**config.mk**
```make
export PLATFORM = sky130hd
export DESIGN_NAME = pci_irq_status
export DESIGN_NICKNAME = d
export VERILOG_FILES = /design/src/rtl/pci_irq_pkg.sv /design/src/rtl/pci_irq_sync.sv /design/src/rtl/pci_irq_err_latch.sv /design/src/rtl/pci_irq_ena_reg.sv /design/src/rtl/pci_irq_status.sv
export SDC_FILE = /design/constraint.sdc
export NUM_CORES = 1
export LEC_CHECK = 0
export BUFFER_PORTS_ARGS = -buffer_cell sky130_fd_sc_hd__buf_4
export CAP_MARGIN = 10
export CORE_ASPECT_RATIO = 0.75
export CORE_UTILIZATION = 41
export DETAILED_ROUTE_END_ITERATION = 6
export PLACE_DENSITY = 0.8
export SETUP_SLACK_MARGIN = 0.1
export SLEW_MARGIN = 10
export SYNTH_ARGS = -nofsm -noshare
export SYNTH_HDL_FRONTEND = slang
export SYNTH_HIERARCHICAL = 1
export SYNTH_SLANG_ARGS = --single-unit
```
**constraint.sdc**
```tcl
create_clock -name clk -period 1.6 [get_ports clk]
set_input_delay 0.32 -clock clk [delete_from_list [all_inputs] [get_ports clk]]
set_output_delay 0.32 -clock clk [all_outputs]
set_load 0.02 [all_outputs]
```
**src/rtl/pci_irq_pkg.sv**
```systemverilog
package pci_irq_pkg;
  localparam int unsigned N_INTX   = 4;
  localparam int unsigned N_ERR    = 6;
  localparam int unsigned N_SRC    = N_INTX + N_ERR;
  localparam int unsigned REG_W    = 32;
  localparam int unsigned HALF_W   = REG_W / 2;
  localparam int unsigned ENA_LSB  = HALF_W;
  localparam int unsigned ERR_LSB  = N_INTX;
  localparam int unsigned RSV_W    = HALF_W - N_SRC;

  typedef logic [N_SRC-1:0] src_vec_t;
  typedef logic [N_ERR-1:0] err_vec_t;

  // Error sources whose detection may be absent in a given bridge.
  localparam src_vec_t OPTIONAL_SRC = src_vec_t'(10'b11_0001_0000);
  localparam src_vec_t DEFAULT_ENA  = src_vec_t'(10'b00_1110_0000);

  function automatic logic [REG_W-1:0] pack_word(src_vec_t ena, src_vec_t pend);
    return {{RSV_W{1'b0}}, ena, {RSV_W{1'b0}}, pend};
  endfunction
endpackage

```
**src/rtl/pci_irq_sync.sv**
```systemverilog
module pci_irq_sync #(
  parameter int unsigned WIDTH  = 4,
  parameter int unsigned STAGES = 2,
  parameter logic [WIDTH-1:0] IDLE = '1
) (
  input  logic             clk,
  input  logic             rst_n,
  input  logic [WIDTH-1:0] din,
  output logic [WIDTH-1:0] dout
);
  logic [WIDTH-1:0] stage_q [STAGES];

  always_ff @(posedge clk or negedge rst_n) begin
    if (!rst_n) begin
      for (int s = 0; s < int'(STAGES); s++) stage_q[s] <= IDLE;
    end else begin
      stage_q[0] <= din;
      for (int s = 1; s < int'(STAGES); s++) stage_q[s] <= stage_q[s-1];
    end
  end

  assign dout = stage_q[STAGES-1];
endmodule

```
**src/rtl/pci_irq_err_latch.sv**
```systemverilog
module pci_irq_err_latch #(
  parameter int unsigned WIDTH = 6
) (
  input  logic             clk,
  input  logic             rst_n,
  input  logic [WIDTH-1:0] set_i,
  input  logic [WIDTH-1:0] clr_i,
  output logic [WIDTH-1:0] flag_o
);
  logic [WIDTH-1:0] flag_q;

  // A set in the same cycle as a clear wins, so no event is lost.
  always_ff @(posedge clk or negedge rst_n) begin
    if (!rst_n) flag_q <= '0;
    else        flag_q <= (flag_q & ~clr_i) | set_i;
  end

  assign flag_o = flag_q;
endmodule

```
**src/rtl/pci_irq_ena_reg.sv**
```systemverilog
module pci_irq_ena_reg #(
  parameter int unsigned WIDTH = 10,
  parameter logic [WIDTH-1:0] RESET_VAL = '0,
  parameter logic [WIDTH-1:0] WRITABLE  = '1
) (
  input  logic             clk,
  input  logic             rst_n,
  input  logic             load_i,
  input  logic [WIDTH-1:0] d_i,
  output logic [WIDTH-1:0] q_o
);
  for (genvar i = 0; i < int'(WIDTH); i++) begin : g_bit
    if (WRITABLE[i]) begin : g_rw
      logic bit_q;
      always_ff @(posedge clk or negedge rst_n) begin
        if (!rst_n)      bit_q <= RESET_VAL[i];
        else if (load_i) bit_q <= d_i[i];
      end
      assign q_o[i] = bit_q;
    end else begin : g_zero
      assign q_o[i] = 1'b0;
    end
  end
endmodule

```
**src/rtl/pci_irq_status.sv**
```systemverilog
module pci_irq_status
  import pci_irq_pkg::*;
#(
  parameter int unsigned ADDR_W        = 8,
  parameter logic [ADDR_W-1:0] REG_OFFSET = ADDR_W'(8'h1C),
  parameter bit          PARITY_DETECT = 1'b1,
  parameter int unsigned SYNC_STAGES   = 2
) (
  input  logic              clk,
  input  logic              rst_n,
  input  logic [N_INTX-1:0] intx_n,
  input  logic [N_ERR-1:0]  err_evt,
  input  logic              wr_valid,
  output logic              wr_ready,
  input  logic [ADDR_W-1:0] wr_addr,
  input  logic [REG_W-1:0]  wr_data,
  output logic [REG_W-1:0]  rd_data,
  output logic              irq
);
  localparam src_vec_t ENA_WRITABLE = PARITY_DETECT ? '1 : ~OPTIONAL_SRC;
  localparam src_vec_t ENA_RESET    = DEFAULT_ENA & ENA_WRITABLE;

  logic              wr_hit;
  logic              wr_zero;
  logic [N_INTX-1:0] intx_sync_n;
  err_vec_t          err_clr;
  err_vec_t          err_flag;
  src_vec_t          ena;
  src_vec_t          pend;

  assign wr_ready = 1'b1;
  assign wr_hit   = wr_valid && (wr_addr == REG_OFFSET);
  assign wr_zero  = (wr_data == '0);

  always_comb begin
    err_clr = '0;
    if (wr_hit) err_clr = wr_zero ? '1 : wr_data[ERR_LSB +: N_ERR];
  end

  pci_irq_sync #(
    .WIDTH (N_INTX),
    .STAGES(SYNC_STAGES),
    .IDLE  ('1)
  ) u_sync (
    .clk  (clk),
    .rst_n(rst_n),
    .din  (intx_n),
    .dout (intx_sync_n)
  );

  pci_irq_err_latch #(
    .WIDTH(N_ERR)
  ) u_err (
    .clk   (clk),
    .rst_n (rst_n),
    .set_i (err_evt),
    .clr_i (err_clr),
    .flag_o(err_flag)
  );

  pci_irq_ena_reg #(
    .WIDTH    (N_SRC),
    .RESET_VAL(ENA_RESET),
    .WRITABLE (ENA_WRITABLE)
  ) u_ena (
    .clk   (clk),
    .rst_n (rst_n),
    .load_i(wr_hit),
    .d_i   (wr_data[ENA_LSB +: N_SRC]),
    .q_o   (ena)
  );

  assign pend    = {err_flag, ~intx_sync_n};
  assign rd_data = pack_word(ena, pend);
  assign irq     = |(pend & ena);
endmodule

```
==> results_dict.tcl <==
set metrics [dict create \
    grt_pass1_vias 1062 \
    powerDensity_nw_per_um2 782 \
    numCtsBuffers 3 \
    die_x_um 66.3 \
    yosys.area.top_type "dfrtp_1" \
    path_class "reg2out" \
    m1WireLength_um 1310 \
    critPathRequiredTime_ns 1.28 \
    drive_above_1_share_pct 62.4 \
    dr_wl_met3_um 223 \
    clk_pin_slew_ns 0.09 \
    wl_per_cell_um 15.4 \
    netlist_instances 106 \
    cp-end-kind "primary output" \
    ys.warnings.count 6 \
    overflow 0 \
    synth_xor_area_share_pct 0 \
    post-dp-hpwl_um 2480 \
    io_pins 87 \
    firstDrtPassIters 4 \
    synth-simple-area-share_pct 9.16 \
    port_buffers 73 \
    critPathArrivalTime_ns 1.47 \
    grt_max_degree 25 \
    htreeDepth 1 \
    period_share_pct 112 \
    rows 17 \
    finalCriticalPeriod_ns 1.79 \
    top_layer "met4" \
    diodes 0 \
    yosysSeqAreaShare_pct 48.4 \
    violations "negative setup slack" \
    avgSynthCellArea_um2 12.0 \
    synth_edf_count 0 \
    vias 1005 \
    synthFlopType "dfrtp_1" \
    vias_per_cell 4.76 \
    power_leakage_nw 0.884 \
    synthArstFlopShare_pct 100 \
    finish.net_count 227 \
    synthTopCellsByCount "buf_4 (27), dfrtp_1 (13), dfstp_2 (11), inv_1 (10), mux2_4 (10)" \
    start_kind "flip-flop" \
    syn_area_um2 1270 \
    ir_drop_uv 570 \
    drc 0 \
    synth-compound-area-share_pct 10.2 \
    cts.path.max_buffers 2 \
    yosysMostFrequentCell "buf_4" \
    status "complete, but fails checks" \
    cts_tree "done" \
    ys_top_cells_by_area "dfrtp_1 (26%), dfstp_2 (23%), buf_4 (16%), mux2_4 (12%), nor4_1 (3.9%)" \
    gp_congestion 0.776 \
    max-cap-violations 0 \
    antenna_found_initial 0 \
    die-area_um2 3330 \
    dr_wl_met2_um 1700 \
    setup_viol 1 \
    worst_clock_skew_ns 0.000244 \
    grt_pass1_wl_um 5200 \
    synth_top_family_by_area "buffers and inverters" \
    synthAdderAreaFrac_pct 0 \
    rsz0062_at_grt "true" \
    synthMuxAreaShare_pct 11.8 \
    worst_slack_ns -0.186 \
    clkSinkCount 24 \
    antenna_left 0 \
    clk_latency_ns 0.26 \
    fillers 239 \
    initial_core_util_pct 43.3 \
    post-place-ws_ns -0.193 \
    drt_iter0_markers 24 \
    ys_seq_elements 24 \
    grtUsageTotal_pct 21.6 \
    synth_top_area_share_pct 25.6 \
    synth_cell_types 18 \
    hold_violations 0 \
    core_um2 2940 \
    finalMaxSlewViolations 0 \
    syn_to_final_growth_pct 47.9 \
    max_freq_mhz 560 \
    root_buffer "clkbuf_8" \
    hold_path_class "in2reg" \
    setup_tns_ns -0.186 \
    die_y_um 50.2 \
    critPathMaxFanout 2 \
    finalWirelength_um 3250 \
]
registers in the layout, summed over array words and instances (netlist names):
name	flops
u_ena/g_bit.g_rw.bit_q	10
u_err/flag_o	6
u_sync/dout	4
u_sync/stage_q	4
path summary, 6_finish.rpt:
check | start | endpoint | slack [ns] | depth (start not counted)
max in group asynchronous | rst_n | u_sync/dout[3] | 0.84 | 2
worst min-delay path | intx_n[2] | u_sync/stage_q[6] | 0.15 | 1
worst max-delay path | u_sync/dout[2] | irq | -0.19 | 4
min in group asynchronous | rst_n | u_ena/g_bit[9].g_rw.bit_q | 0.47 | 2
worst max register to register | u_ena/g_bit[5].g_rw.bit_q | u_ena/g_bit[5].g_rw.bit_q | 0.76 | 2
worst min register to register | u_sync/stage_q[4] | u_sync/dout[0] | 0.36 | 0
cell type report:
| class | count | area [um^2] | area share (%) |
|---|---|---|---|
| well taps | 38 | 47.5 | 2.53 |
| multi-input cells | 55 | 463 | 24.7 |
| inverters | 10 | 37.5 | 2.00 |
| clock buffers | 3 | 41.3 | 2.20 |
| flip-flops and latches | 24 | 614 | 32.7 |
| repair buffers | 80 | 644 | 34.3 |
| clock inverters | 1 | 30.0 | 1.60 |
critical path, stage by stage, from the launching register on:
cell and delay [ns]:
dfstp_2 0.53, inv_2 0.04, a221oi_4 0.30, nand4_1 0.15
buf_6 0.16
cell families after synthesis:
group / Yosys count
flip-flops: 24
AND/OR/NAND/NOR: 15
other: 2
multiplexers: 10
buffers and inverters: 38
AO/OA/AOI/OAI: 17
what timing repair did:
action | 4_1_cts | 5_1_grt
buffers inserted | 3 | 0
hold endpoints to repair | 13 | 0
endpoints found under the setup margin | 2 | 10
pin swaps | 4 | 5
hold buffers | 1 | 0
gates resized for setup | 5 | 1
gates cloned | 1 | 0
layout by cell type, fill, tap and decap left out, drive strengths merged, types with 3 or more instances in the layout:
cell,n
a21o,6
clkbuf,4
nand4,3
buf,78
a22oi,3
mux2,10
nor4,8
conb,13
o21a,6
inv,10
dfrtp,13
dfstp,11
per-layer routing:
layer	GRT usage, %	vias up
li1	-	461
met1	25.4	487
met2	38.8	53
met3	6.14	4
met4	4.96	0
met5	0	-
report_power, final:
part	internal (mW)	total (mW)	leakage, nW	switching (mW)
registers	0.640	0.656	0.264	0.0164
clock network	0.335	0.531	0.0357	0.197
logic	0.153	0.282	0.584	0.129
total	1.13	1.47	0.884	0.342
stage by stage:
stage	instance area, um^2	total power [mW]	utilization, %	hold slack [ns]	std cells
6_report	1880	1.47	64.0	0.148	211
5_1_grt	1880	1.54	64.0	0.130	211
4_1_cts	1890	1.48	64.2	0.145	211
3_5_place_dp	1730	0.930	58.8	0.232	202
3_3_place_gp	1730	0.924	58.8	0.225	202
2_1_floorplan	1320	0.810	-	0.0244	117
Note: power is estimated with default switching activity, not from simulation.
